## src/rtl/operand_addr_unit.sv

```systemverilog
`timescale 1ns/1ps
module operand_addr_unit #(
  parameter int W = 16
) (
  input  logic         clk,
  input  logic         rst_n,
  input  logic         start,
  output logic         ready,
  input  logic [W-1:0] instr,
  input  logic [W-1:0] pc_in,
  input  logic [W-1:0] sp_in,
  input  logic [W-1:0] ex_in,
  output logic [2:0]   reg_sel,
  input  logic [W-1:0] reg_rdata,
  output logic         mem_req,
  output logic [W-1:0] mem_addr,
  input  logic [W-1:0] mem_rdata,
  output logic         valid,
  input  logic         ack,
  output logic [W-1:0] a_value,
  output logic [W-1:0] b_value,
  output logic [W-1:0] b_addr,
  output logic [2:0]   b_kind,
  output logic         b_writable,
  output logic [W-1:0] pc_out,
  output logic [W-1:0] sp_out
);

  typedef enum logic [2:0] {S_IDLE, S_DEC, S_EXT, S_EXTW, S_MEM, S_MEMW, S_DONE} st_t;

  localparam logic [5:0] C_STK  = 6'h18;
  localparam logic [5:0] C_PEEK = 6'h19;
  localparam logic [5:0] C_PICK = 6'h1a;
  localparam logic [5:0] C_SP   = 6'h1b;
  localparam logic [5:0] C_PC   = 6'h1c;
  localparam logic [5:0] C_EX   = 6'h1d;
  localparam logic [5:0] C_IND  = 6'h1e;
  localparam logic [5:0] C_LIT  = 6'h1f;
  localparam logic [W-1:0] LIT_BIAS = W'(33);

  localparam logic [2:0] K_REG = 3'd0;
  localparam logic [2:0] K_MEM = 3'd1;
  localparam logic [2:0] K_SP  = 3'd2;
  localparam logic [2:0] K_PC  = 3'd3;
  localparam logic [2:0] K_EX  = 3'd4;
  localparam logic [2:0] K_LIT = 3'd5;

  st_t         st;
  logic [15:0] ir;
  logic        op;
  logic [W-1:0] pc_q, sp_q, ex_q, ea_q;

  logic [5:0]   field;
  logic         need_ext, need_mem, fin;
  logic [W-1:0] direct_val, fin_val, ext_base;
  logic [2:0]   cur_kind;

  assign field   = op ? {1'b0, ir[9:5]} : ir[15:10];
  assign reg_sel = field[2:0];

  assign need_ext = (field[5:3] == 3'b010) || field == C_PICK || field == C_IND || field == C_LIT;
  assign need_mem = (field[5:3] == 3'b001) || (field[5:3] == 3'b010) ||
                    field == C_STK || field == C_PEEK || field == C_PICK || field == C_IND;

  always_comb begin
    if (field[5])            direct_val = W'(field) - LIT_BIAS;
    else if (field == C_SP)  direct_val = sp_q;
    else if (field == C_PC)  direct_val = pc_q;
    else if (field == C_EX)  direct_val = ex_q;
    else                     direct_val = reg_rdata;
  end

  always_comb begin
    if (field[5:3] == 3'b000)             cur_kind = K_REG;
    else if (field == C_SP)               cur_kind = K_SP;
    else if (field == C_PC)               cur_kind = K_PC;
    else if (field == C_EX)               cur_kind = K_EX;
    else if (field == C_LIT || field[5])  cur_kind = K_LIT;
    else                                  cur_kind = K_MEM;
  end

  always_comb begin
    if (field == C_PICK)      ext_base = sp_q;
    else if (field == C_IND)  ext_base = '0;
    else                      ext_base = reg_rdata;
  end

  assign fin = (st == S_DEC && !need_ext && !need_mem) ||
               (st == S_EXTW && field == C_LIT) ||
               (st == S_MEMW);
  assign fin_val = (st == S_DEC) ? direct_val : mem_rdata;

  assign mem_req  = (st == S_EXT) || (st == S_MEM);
  assign mem_addr = (st == S_EXT) ? pc_q : ea_q;
  assign ready    = (st == S_IDLE);
  assign valid    = (st == S_DONE);
  assign pc_out   = pc_q;
  assign sp_out   = sp_q;

  always_ff @(posedge clk or negedge rst_n) begin
    if (!rst_n) begin
      st         <= S_IDLE;
      ir         <= '0;
      op         <= 1'b0;
      pc_q       <= '0;
      sp_q       <= '0;
      ex_q       <= '0;
      ea_q       <= '0;
      a_value    <= '0;
      b_value    <= '0;
      b_addr     <= '0;
      b_kind     <= K_REG;
      b_writable <= 1'b0;
    end else begin
      case (st)
        S_IDLE: if (start) begin
          ir   <= instr;
          pc_q <= pc_in;
          sp_q <= sp_in;
          ex_q <= ex_in;
          op   <= 1'b0;
          st   <= S_DEC;
        end
        S_DEC: begin
          if (field == C_STK) begin
            if (op) begin
              sp_q <= sp_q - W'(1);
              ea_q <= sp_q - W'(1);
            end else begin
              sp_q <= sp_q + W'(1);
              ea_q <= sp_q;
            end
            st <= S_MEM;
          end else if (need_ext) begin
            st <= S_EXT;
          end else if (need_mem) begin
            ea_q <= (field == C_PEEK) ? sp_q : reg_rdata;
            st   <= S_MEM;
          end
        end
        S_EXT: begin
          pc_q <= pc_q + W'(1);
          st   <= S_EXTW;
        end
        S_EXTW: if (field != C_LIT) begin
          ea_q <= ext_base + mem_rdata;
          st   <= S_MEM;
        end
        S_MEM:  st <= S_MEMW;
        S_MEMW: ;
        S_DONE: if (ack) st <= S_IDLE;
        default: st <= S_IDLE;
      endcase

      if (fin) begin
        if (!op) begin
          a_value <= fin_val;
          op      <= 1'b1;
          st      <= S_DEC;
        end else begin
          b_value    <= fin_val;
          b_kind     <= cur_kind;
          b_writable <= (cur_kind != K_LIT);
          b_addr     <= (cur_kind == K_REG) ? W'(field[2:0]) :
                        (cur_kind == K_MEM) ? ea_q : '0;
          st         <= S_DONE;
        end
      end
    end
  end

endmodule

```

## config.mk

```make
export PLATFORM = sky130hd
export DESIGN_NAME = operand_addr_unit
export DESIGN_NICKNAME = d
export VERILOG_FILES = /design/src/rtl/operand_addr_unit.sv
export SDC_FILE = /design/constraint.sdc
export NUM_CORES = 1
export LEC_CHECK = 0
export BUFFER_PORTS_ARGS = -buffer_cell sky130_fd_sc_hd__buf_2
export CORE_UTILIZATION = 50
export DETAILED_ROUTE_END_ITERATION = 6
export GPL_TIMING_DRIVEN = 0
export PLACE_DENSITY_LB_ADDON = 0.12
export SKIP_LAST_GASP = 1
export SLEW_MARGIN = 40
export SYNTH_ARGS = -nofsm -noshare
export SYNTH_HDL_FRONTEND = slang
export SYNTH_SLANG_ARGS = --single-unit
```

## constraint.sdc

```tcl
create_clock -name clk -period 4.45 [get_ports clk]
set_input_delay 0.89 -clock clk [delete_from_list [all_inputs] [get_ports clk]]
set_output_delay 0.89 -clock clk [all_outputs]
set_load 0.005 [all_outputs]
```

==> results of run 1 <==
[area by class of cell]
| cell class | count | area (um^2) | share of cell area |
|---|---|---|---|
| flip-flops and latches | 131 | 3280 | 0.307 |
| well taps | 220 | 275 | 0.0258 |
| inverters | 23 | 87.6 | 0.00821 |
| multi-input cells | 850 | 4930 | 0.462 |
| clock buffers | 17 | 425 | 0.0399 |
| clock inverters | 14 | 201 | 0.0189 |
| repair buffers | 208 | 1090 | 0.102 |
| plain buffers | 76 | 373 | 0.0350 |
| diodes | 2 | 5.00 | 0.000469 |
[state kept, by name, indices dropped and copies added, names as in the netlist, 11 cells and up]
signal	count
a_value	16
b_addr	16
b_value	16
ea_q	16
ex_q	16
pc_out	16
sp_out	16
ir	11
[final timing paths]
kind                                        start                      to  slack [ps]  cells past startpoint
max                                  op$_DFF_PN0_    ea_q[12]$_DFFE_PN0P_         180                     20
min                                         rst_n  b_value[7]$_DFFE_PN0P_         390                      1
max reg2reg                          op$_DFF_PN0_    ea_q[12]$_DFFE_PN0P_         180                     20
min reg2reg                b_value[1]$_DFFE_PN0P_  b_value[1]$_DFFE_PN0P_         480                      2
max in group asynchronous                   rst_n     ex_q[6]$_DFFE_PN0P_        3320                      2
min in group clk           b_value[1]$_DFFE_PN0P_  b_value[1]$_DFFE_PN0P_         480                      2
[cells by family after synthesis]
logic type	share of synthesized area
AO/OA/AOI/OAI	0.250
XOR/XNOR	0.0204
adder cells (fa/ha/maj)	0.0388
buffers and inverters	0.0488
flip-flops	0.383
multiplexers	0.0324
AND/OR/NAND/NOR	0.227
[synth_stat cells (all sizes together), types with 6 or more instances]
master,n
xnor2,14
clkbuf,51
nand2,256
a31oi,13
o22ai,17
mux2,6
dfrtp,131
or3,6
a21oi,71
a22o,13
o211ai,38
xor2,6
nor2,69
mux2i,21
nand4,14
nand3,27
buf,25
o31ai,10
ha,25
inv,22
o21ai,104
a21o,6
nor3,19
a22oi,19
a211oi,7
nor2b,8
o21a,8
[repair_timing]
item,4_1_cts,5_1_grt
setup endpoints to repair,56,14
pin swaps,1,2
gates resized for setup,20,11
gates cloned,0,0
hold buffers,0,0
setup buffers,4,2
[stage by stage]
step	hold slack (ps)	TNS, ps	setup WS, ps	total power [mW]	utilization
CTS	412	0	4.95	7.95	0.638
floorplan	442	0	162	4.64	-
global placement	457	-19170	-1240	6.32	0.591
detailed placement	465	-19370	-1240	6.36	0.594
finish	388	0	179	8.08	0.641
global route	440	-9.42	-9.42	8.58	0.641
[power groups by stage]
stage,sequential (mW),combinational (mW),clock [mW]
detailed placement,2.35,4.02,0
global placement,2.34,3.97,0
finish,2.36,4.20,1.52
CTS,2.33,4.09,1.53
floorplan,2.16,2.48,0
global route,2.41,4.60,1.58
[cell usage in the layout, fill, tap and decap left out, drive strengths merged, types with 14 or more instances in the layout]
| cell | n |
|---|---|
| o22ai | 17 |
| nand2 | 256 |
| ha | 25 |
| nand4 | 14 |
| buf | 235 |
| nand3 | 27 |
| xnor2 | 14 |
| inv | 26 |
| a22oi | 19 |
| nor3 | 19 |
| a21oi | 71 |
| nor2 | 69 |
| dfrtp | 131 |
| mux2i | 21 |
| clkbuf | 66 |
| o211ai | 38 |
| o21ai | 104 |
[routing by layer]
layer / vias to the layer above / global-route usage
li1: 4334 / -
met4: 0 / 0.189
met2: 598 / 0.592
met1: 4421 / 0.540
met3: 106 / 0.0751
met5: - / 0
==> results by group, run 1 <==
Status
  • Status: finished, final reports clean

GRT
  • Antenna violations before repair: 2
  • Gr ovfl total: 0
  • Vias in the first global route: 8846
  • Overall global routing resource usage: 0.392
  • Global-route wire length before repair: 52.0 mm
  • Largest net degree at the start of global routing: 71

Route
  • Final WL: 34.2 mm
  • Number of remaining DRC errors: 0
  • Wire length on met3: 3.19 mm
  • Iteration count of the initial detailed-routing pass: 6
  • Wirelength per Cell: 22.2 um
  • Via/cell ratio: 6.14
  • Top routing layer used: met4
  • M1 WL: 14.3 mm
  • Initial DRC count: 1009
  • Routed Antenna Nets: 0
  • Vias: 9459
  • WL met2: 15.0 mm

Yosys
  • Yosys top cell by area: dfrtp_1
  • Post-synth EDFFs: 0
  • Post-synth top area share: 0.383
  • Distinct cells, synth: 69
  • Sequential area share after synthesis: 0.383
  • Ys Warns: 0
  • Synth Area per Inst: 7.93 um^2
  • Synth async-reset ratio: 1.00
  • Post-synthesis cell count: 1080
  • Yosys reg bits: 131
  • Synth top area cells: dfrtp_1, nand2_1, o21ai_0
  • Synthesized cell area: 8570 um^2
  • Syn_nets: 1206
  • Synth Flop Type: dfrtp_1

Finish
  • Layout Area Growth over Synthesis: 24.4%
  • # nets final: 1433
  • Finished Cell Area: 10700 um^2
  • Layout cells sized above 1: 0.222
  • Fill count: 1562
  • Post-Layout Cell Count: 1541

Die
  • Placement Rows: 47
  • Initial Utilization: 0.515
  • Top Ports: 206
  • Die extent in x: 133 um
  • Die area: 17700 um^2
  • Core region area: 16600 um^2
  • Die Y: 133 um

Critical path
  • CP top delay family: buffers and inverters
  • CP startpoint kind: flop
  • Slowest stage cell, crit path: fa_1
  • Worst Path Arrival: 4620 ps
  • Slowest cell delay on critical path: 420 ps
  • CP Class: flop to flop
  • Worst EP required: 4800 ps
  • Crit. End Element: flop
  • Worst Path Buf+Inv: 7
  • Cell mode on critical path: buf_4
  • CP max FO: 10
  • Critical-path cell list: buf_4 > buf_6 > buf_6 > clkbuf_8 > mux2_4 > ha_1 > o211ai_1 > buf_4 > clkbuf_8 > o31ai_1 > ha_1 > fa_1 > a21oi_2 > nand4b_1 > a21oi_1 > o41ai_2 > buf_4 > xnor2_1 > nand3_1 > nand3_1

STA
  • Slew Limit Headroom: 0.437
  • Final min period: 4270 ps
  • Fin crit share: 0.960
  • Endpoints failing setup: 0
  • Fin. Hold Viols: 0
  • Max frequency: 234 MHz
  • Slew of the pin with the lowest slew margin: 844 ps
  • Clk_skew: 10.4 ps
  • Pins over their slew limit: 0

Clocking
  • Num CTS Buffers: 17
  • CTS sink cnt: 131
  • Clk Latency, worst-skew pair: 430 ps
  • CTS max path bufs: 2
  • CTS clk-pin slew, worst paths: 60 ps
  • H-tree levels: 4
  • TritonCTS clock tree: built
  • Root buffer cell: clkbuf_16

Min path
  • Worst min path class: input port to asynchronous set/reset pin

Power
  • VDD IR max: 0.382 mV
  • Sw Ratio: 0.478
  • Pwr Density: 758 nW/um^2
  • Internal: 4.22 mW
  • LEAKAGE: 5.03 nW
  • Net Switching: 3.86 mW
  • Sequential power share: 0.292
  • Clk pwr share: 0.188
  • Logic pwr share: 0.520

Place
  • Placed cell area: 9880 um^2
  • Dpl cells: 1501
  • Placer congestion estimate: 1.04
  • Port bufs: 200
  • HPWL after DPL: 26.9 mm

Job
  • Max-Cap Viols: 0
No activity file was read; power rests on OpenSTA's default activity.
==> run 2: changes to the inputs <==
ABC_AREA = 1   (was default)
CORE_UTILIZATION = 51   (was 50)
==> run 2 against run 1 <==
The flow now finishes with violations (DRC). Sequential cell count did not move. Utilization fell by 0.99 points. Synthesized cell count rose by 35%. Sequential share of layout area fell by 2.2 points. Sequential power fell by 4%. Clock-buffer cell count did not move.
==> results by group, run 2 <==
Clocking
  • Num CTS Buffers: 17 (unchanged)
  • CTS clk-pin slew, worst paths: 70 ps (was 60 ps)
  • CTS max path bufs: 2 (unchanged)
  • Post-CTS Hold Fix Bufs: 0 (unchanged)
  • # resized after CTS: 1 (was 20)
  • TritonCTS clock tree: built (unchanged)
  • H-tree levels: 4 (unchanged)
  • Root buffer cell: clkbuf_16 (unchanged)
  • Clk Latency, worst-skew pair: 440 ps (was 430 ps)
  • Setup Fix Bufs, Post-CTS: 0 (was 4)
  • CTS sink cnt: 131 (unchanged)

STA
  • Endpoints failing setup: 0 (unchanged)
  • Clk_skew: 13.3 ps (was 10.4 ps)
  • Final min period: 4250 ps (was 4270 ps)
  • Slew Limit Headroom: 0.535 (was 0.437)
  • Pins over their slew limit: 0 (unchanged)
  • Max frequency: 235 MHz (was 234 MHz)
  • RSZ-0062 raised after global routing: yes
  • Fin. Hold Viols: 0 (unchanged)
  • Fin crit share: 0.954 (was 0.960)
  • Slew of the pin with the lowest slew margin: 698 ps (was 844 ps)
  • Setup TNS: 0 ps (unchanged)

Finish
  • Layout Area Growth over Synthesis: 20.0% (was 24.4%)
  • Fill count: 1724 (was 1562)
  • Post-Layout Cell Count: 1919 (was 1541)
  • Layout cells sized above 1: 0.198 (was 0.222)
  • Most frequent cells in the layout: nand2_1, buf_2, nor2_1 (was nand2_1, buf_2, dfrtp_1)
  • Most common cell after layout, fill and taps aside: nand2_1 (unchanged)
  • Ant diodes: 0 (was 2)
  • # nets final: 1803 (was 1433)

Yosys
  • Most frequent cell after synthesis: nand2_1 (unchanged)
  • Distinct cells, synth: 53 (was 69)
  • Yosys top cell by area: dfrtp_1 (unchanged)
  • Ys Warns: 0 (unchanged)
  • Synth async-reset ratio: 1.00 (unchanged)
  • Yosys reg bits: 131 (unchanged)
  • Post-synthesis cell count: 1457 (was 1080)
  • Most instantiated cells after synthesis: nand2_1, nor2_1, dfrtp_1, nand3_1, inv_1 (was nand2_1, dfrtp_1, o21ai_0, a21oi_1, nor2_1)
  • Synth Flop Type: dfrtp_1 (unchanged)
  • Synth top area cells: dfrtp_1, nand2_1, nand3_1 (was dfrtp_1, nand2_1, o21ai_0)
  • Synthesized cell area: 9570 um^2 (was 8570 um^2)
  • Synth Area per Inst: 6.57 um^2 (was 7.93 um^2)
  • Syn_nets: 1583 (was 1206)
  • Post-synth top area share: 0.342 (was 0.383)
  • Sequential area share after synthesis: 0.342 (was 0.383)
  • Post-synth EDFFs: 0 (unchanged)

Route
  • Iteration count of the initial detailed-routing pass: 7 (was 6)
  • Routed Antenna Nets: 0 (unchanged)
  • Number of remaining DRC errors: 14 (was 0)
  • Initial DRC count: 1070 (was 1009)
  • Vias: 10836 (was 9459)
  • Final WL: 37.1 mm (was 34.2 mm)
  • Via/cell ratio: 5.65 (was 6.14)
  • Wirelength per Cell: 19.3 um (was 22.2 um)

Status
  • Status: finished, violations left (was finished, final reports clean)
  • Failing checks: DRC

Die
  • Core region area: 18200 um^2 (was 16600 um^2)
  • Die extent in x: 139 um (was 133 um)
  • Initial Utilization: 0.526 (was 0.515)
  • Top Ports: 206 (unchanged)
  • Die area: 19300 um^2 (was 17700 um^2)
  • Placement Rows: 49 (was 47)
  • Die Y: 139 um (was 133 um)

Power
  • Logic pwr share: 0.590 (was 0.520)
  • Sequential power share: 0.251 (was 0.292)
  • Sw Ratio: 0.526 (was 0.478)
  • VDD IR max: 0.418 mV (was 0.382 mV)
  • Internal: 4.27 mW (was 4.22 mW)
  • Pwr Density: 783 nW/um^2 (was 758 nW/um^2)
  • Clk pwr share: 0.159 (was 0.188)
  • Net Switching: 4.73 mW (was 3.86 mW)
  • LEAKAGE: 6.25 nW (was 5.03 nW)

GRT
  • Overall global routing resource usage: 0.394 (was 0.392)
  • Largest net degree at the start of global routing: 77 (was 71)
  • Antenna violations before repair: 0 (was 2)
  • Global-route wire length before repair: 57.8 mm (was 52.0 mm)
  • Gr ovfl total: 0 (unchanged)
  • Vias in the first global route: 10223 (was 8846)

Place
  • Dpl cells: 1887 (was 1501)
  • Placer congestion estimate: 0.990 (was 1.04)
  • Port bufs: 200 (unchanged)
  • HPWL after DPL: 29.4 mm (was 26.9 mm)

Critical path
  • Crit. End Element: flop (unchanged)
  • CP startpoint kind: flop (unchanged)
  • Worst Path Arrival: 4610 ps (was 4620 ps)
  • CP max FO: 10 (unchanged)
  • Worst EP required: 4820 ps (was 4800 ps)
  • CP Class: flop to flop (unchanged)

Min path
  • Worst min path class: input port to asynchronous set/reset pin (unchanged)

Job
  • Max-Cap Viols: 0 (unchanged)
==> run 2: cell types whose count changed after synthesis, sizes merged, moves of 17 or more <==
cell / change
a22oi: -17
inv: +86
nand3: +104
nor2: +83
clkbuf: -23
mux2i: -21
nand2: +322
o211ai: -18
a21oi: -20
==> run 2: final cells by class <==
| type | instances | area, um^2 | area share |
|---|---|---|---|
| multi-input cells | 1153 | 5530 | 0.481 |
| inverters | 109 | 417 | 0.0363 |
| flip-flops and latches | 131 | 3280 | 0.285 |
| well taps | 229 | 287 | 0.0249 |
| plain buffers | 64 | 354 | 0.0308 |
| clock buffers | 17 | 425 | 0.0370 |
| repair buffers | 201 | 1040 | 0.0904 |
| clock inverters | 15 | 159 | 0.0138 |
==> run 2: cells by family after synthesis <==
kind of cell,after synthesis,share of synthesized area
AND/OR/NAND/NOR,904,0.405
AO/OA/AOI/OAI,210,0.126
buffers and inverters,173,0.0803
flip-flops,131,0.342
adder cells (fa/ha/maj),26,0.0348
XOR/XNOR,12,0.0110
multiplexers,1,0.00118
==> run 2: path summary, 6_finish.rpt <==
| check | start | depth (start not counted) | slack, ps | end |
|---|---|---|---|---|
| max | op$_DFF_PN0_ | 21 | 200 | ea_q[15]$_DFFE_PN0P_ |
| min | rst_n | 1 | 360 | pc_out[11]$_DFFE_PN0P_ |
| max reg2reg | op$_DFF_PN0_ | 21 | 200 | ea_q[15]$_DFFE_PN0P_ |
| min reg2reg | ex_q[4]$_DFFE_PN0P_ | 2 | 470 | ex_q[4]$_DFFE_PN0P_ |
| max in group asynchronous | rst_n | 2 | 3370 | ea_q[8]$_DFFE_PN0P_ |
| min in group clk | ex_q[4]$_DFFE_PN0P_ | 2 | 470 | ex_q[4]$_DFFE_PN0P_ |
==> run 2: power groups by stage <==
stage	Sequential [mW]	Clock (mW)	Combinational [mW]
after floorplan	2.17	0	3.37
after global placement	2.24	0	5.09
after detailed placement	2.25	0	5.17
after CTS	2.24	1.43	5.20
after global routing	2.32	1.48	5.84
final	2.26	1.43	5.30
==> run 2: stage by stage <==
| step | worst slack [ps] | hold slack, ps | total power, mW | area [um^2] | utilization |
|---|---|---|---|---|---|
| after floorplan | 1070 | 437 | 5.55 | 9570 | - |
| after global placement | -44.8 | 453 | 7.33 | 10900 | 0.596 |
| after detailed placement | -28.1 | 461 | 7.42 | 10900 | 0.599 |
| after CTS | 184 | 382 | 8.87 | 11500 | 0.631 |
| after global routing | -66.6 | 399 | 9.64 | 11500 | 0.631 |
| final | 203 | 359 | 8.99 | 11500 | 0.631 |
==> run 2: metal layers <==
layer  global-route usage  routed length (um)  vias to the layer above
met4                0.186                1740                        0
met1                0.541               15900                     4961
li1                     -                   -                     5171
met3               0.0646                3280                      103
met2                0.607               16200                      601
met5                    0                   0                        -
==> run 2: worst max-delay path, cell delays in order (launching register included) <==
cell and delay [ps]:
dfrtp_1 400, buf_6 150, buf_4 210, o21ai_1 390, inv_1 230, ha_1 230
inv_1 120, nor2_1 60, nand2_1 180, clkbuf_2 270, nand2_1 70, o21ai_0 200
ha_1 380, nand2_1 170, inv_1 50, a21oi_1 170, nand2_1 180, a21oi_1 320
inv_1 70, nand2_1 70, nand3_1 70, a21oi_1 170
==> run 3: changes to the inputs <==
CTS_BUF_LIST = sky130_fd_sc_hd__clkbuf_16   (was default)
GPL_TIMING_DRIVEN = default   (was 0)
==> run 3 against run 2 <==
The run still ends with DRC left. Die area unchanged. Sequential cell count did not move. Total power decreased by 2.3%. Fmax is 14% higher. First-iteration DRC count up 1.3%. Critical path type unchanged. Largest cell class unchanged. Largest power group unchanged.
==> results by group, run 3 (same netlist as run 2, synthesis figures left out) <==
Status
  • Status: finished, violations left (unchanged)
  • Failing checks: DRC (unchanged)

Clocking
  • TritonCTS clock tree: built (unchanged)
  • Num CTS Buffers: 17 (unchanged)
  • CTS clk-pin slew, worst paths: 80 ps (was 70 ps)
  • Root buffer cell: clkbuf_16 (unchanged)
  • Post-CTS Hold Fix Bufs: 0 (unchanged)
  • H-tree levels: 4 (unchanged)
  • Setup Fix Bufs, Post-CTS: 0 (unchanged)
  • Clk Latency, worst-skew pair: 440 ps (about the same)
  • CTS max path bufs: 2 (unchanged)
  • CTS sink cnt: 131 (unchanged)
  • # resized after CTS: 0 (was 1)

Finish
  • Sequential Area: 3280 um^2 (unchanged)
  • # nets final: 1754 (was 1803)
  • Multi-input gate area: 5540 um^2 (was 5530 um^2)
  • Fill count: 1782 (was 1724)
  • Most frequent cells in the layout: nand2_1, buf_2, nor2_1 (unchanged)
  • Ant diodes: 0 (unchanged)
  • Most common cell after layout, fill and taps aside: nand2_1 (unchanged)
  • Layout Area Growth over Synthesis: 17.8% (was 20.0%)
  • Finished Cell Area: 11300 um^2 (was 11500 um^2)
  • Layout cells sized above 1: 0.193 (was 0.198)

Critical path
  • Worst EP required: 4820 ps (about the same)
  • Slowest cell delay on critical path: 510 ps (was 400 ps)
  • FF-to-FF setup slack: 740 ps (was 200 ps)
  • CP Class: flop to flop (unchanged)
  • Worst Path Buf+Inv: 5 (was 7)
  • Critical-path cell list: inv_6 > nand2_1 > nand2_1 > inv_1 > ha_1 > inv_1 > nor2_1 > nand2_1 > buf_4 > nand2_1 > o21ai_0 > ha_1 > nand2_1 > nand2_1 > a21oi_1 > nand2_1 > a21oi_1 > inv_1 > nand2_1 > nand3_1 > a21oi_1 (was buf_6 > buf_4 > o21ai_1 > inv_1 > ha_1 > inv_1 > nor2_1 > nand2_1 > clkbuf_2 > nand2_1 > o21ai_0 > ha_1 > nand2_1 > inv_1 > a21oi_1 > nand2_1 > a21oi_1 > inv_1 > nand2_1 > nand3_1 > a21oi_1)
  • Cell mode on critical path: nand2_1 (unchanged)
  • Slowest stage cell, crit path: dfrtp_1 (unchanged)
  • Worst Path Arrival: 4090 ps (was 4610 ps)
  • CP max FO: 11 (was 10)
  • CP top delay family: simple AND/OR/NAND/NOR gates (was compound AO/OA/AOI/OAI gates)
  • CP startpoint kind: flop (unchanged)
  • Crit. End Element: flop (unchanged)

STA
  • Fin crit share: 0.834 (was 0.954)
  • Final min period: 3710 ps (was 4250 ps)
  • RSZ-0062 raised after global routing: no (was yes)
  • Slew Limit Headroom: 0.503 (was 0.535)
  • Fin. Hold Viols: 0 (unchanged)
  • Clk_skew: 17.4 ps (was 13.3 ps)
  • Max frequency: 269 MHz (was 235 MHz)
  • Endpoints failing setup: 0 (unchanged)
  • Setup ws final: 737 ps (was 203 ps)
  • Slew of the pin with the lowest slew margin: 745 ps (was 698 ps)
  • Pins over their slew limit: 0 (unchanged)
  • Setup TNS: 0 ps (unchanged)

Route
  • Wirelength per Cell: 18.5 um (was 19.3 um)
  • Routed Antenna Nets: 0 (unchanged)
  • Initial DRC count: 1084 (was 1070)
  • Iteration count of the initial detailed-routing pass: 7 (unchanged)
  • Via/cell ratio: 5.73 (was 5.65)
  • Final WL: 34.6 mm (was 37.1 mm)
  • Number of remaining DRC errors: 20 (was 14)
  • Vias: 10707 (was 10836)

Place
  • Placer congestion estimate: 1.01 (was 0.990)
  • HPWL after DPL: 25.9 mm (was 29.4 mm)
  • Placed cell area: 10600 um^2 (was 10900 um^2)
  • Port bufs: 200 (unchanged)
  • Worst slack, placed: 824 ps (was -28.1 ps)

GRT
  • Overall global routing resource usage: 0.367 (was 0.394)
  • Largest net degree at the start of global routing: 78 (was 77)
  • Antenna violations before repair: 0 (unchanged)
  • Global-route wire length before repair: 54.7 mm (was 57.8 mm)
  • Vias in the first global route: 9868 (was 10223)
  • Gr ovfl total: 0 (unchanged)

Die
  • Placement Rows: 49 (unchanged)
  • Die area: 19300 um^2 (unchanged)
  • Core region area: 18200 um^2 (unchanged)
  • Die Y: 139 um (unchanged)
  • Initial Utilization: 0.526 (unchanged)
  • Die extent in x: 139 um (unchanged)
  • Top Ports: 206 (unchanged)

Min path
  • Worst min path class: input port to asynchronous set/reset pin (unchanged)

Job
  • Max-Cap Viols: 0 (unchanged)

Power
  • LEAKAGE: 6.15 nW (was 6.25 nW)
  • VDD IR max: 0.380 mV (was 0.418 mV)
  • Pwr Density: 778 nW/um^2 (was 783 nW/um^2)
==> run 3: changes by cell type in the layout (fill, tap and decap cells not counted), moves of 3 or more <==
cell / previous run / this run
buf_6: 8 / 0
clkbuf_1: 26 / 0
buf_2: 216 / 199
buf_1: 3 / 0
buf_4: 8 / 15
==> run 3: stage by stage <==
stage | power [mW] | cells | util | hold slack, ps
global placement | 7.05 | 1837 | 0.584 | 458
detailed placement | 7.12 | 1837 | 0.584 | 460
CTS | 8.68 | 1869 | 0.618 | 476
global route | 9.43 | 1870 | 0.619 | 350
floorplan | 5.55 | 1457 | - | 437
finish | 8.78 | 1870 | 0.619 | 330
==> run 3: path summary, 6_finish.rpt <==
path,start,to,depth (start not counted)
max reg2reg,op$_DFF_PN0_,ea_q[15]$_DFFE_PN0P_,21
max in group asynchronous,rst_n,ex_q[8]$_DFFE_PN0P_,2
min in group clk,ex_q[0]$_DFFE_PN0P_,ex_q[0]$_DFFE_PN0P_,2
max,op$_DFF_PN0_,ea_q[15]$_DFFE_PN0P_,21
min,rst_n,ea_q[15]$_DFFE_PN0P_,1
min reg2reg,ex_q[0]$_DFFE_PN0P_,ex_q[0]$_DFFE_PN0P_,2
==> run 3: area by class of cell <==
class,count,area share
Tap cell,229,0.0254
Multi-Input combinational cell,1153,0.491
Timing Repair Buffer,216,0.102
Inverter,109,0.0369
Clock buffer,17,0.0377
Sequential cell,131,0.291
Clock inverter,15,0.0166
==> run 3: where the power goes <==
group | internal [mW] | switching (mW)
Sequential | 1.77 | 0.564
Clock | 0.855 | 0.679
Combinational | 1.62 | 3.29
==> run 3: metal layers <==
metal / wire [um] / part of all wire / vias up / track usage
li1: - / - / 5056 / -
met1: 14800 / 0.43 / 4979 / 0.497
met2: 15200 / 0.44 / 578 / 0.571
met3: 2950 / 0.085 / 94 / 0.0608
met4: 1590 / 0.046 / 0 / 0.180
met5: 0 / 0 / - / 0
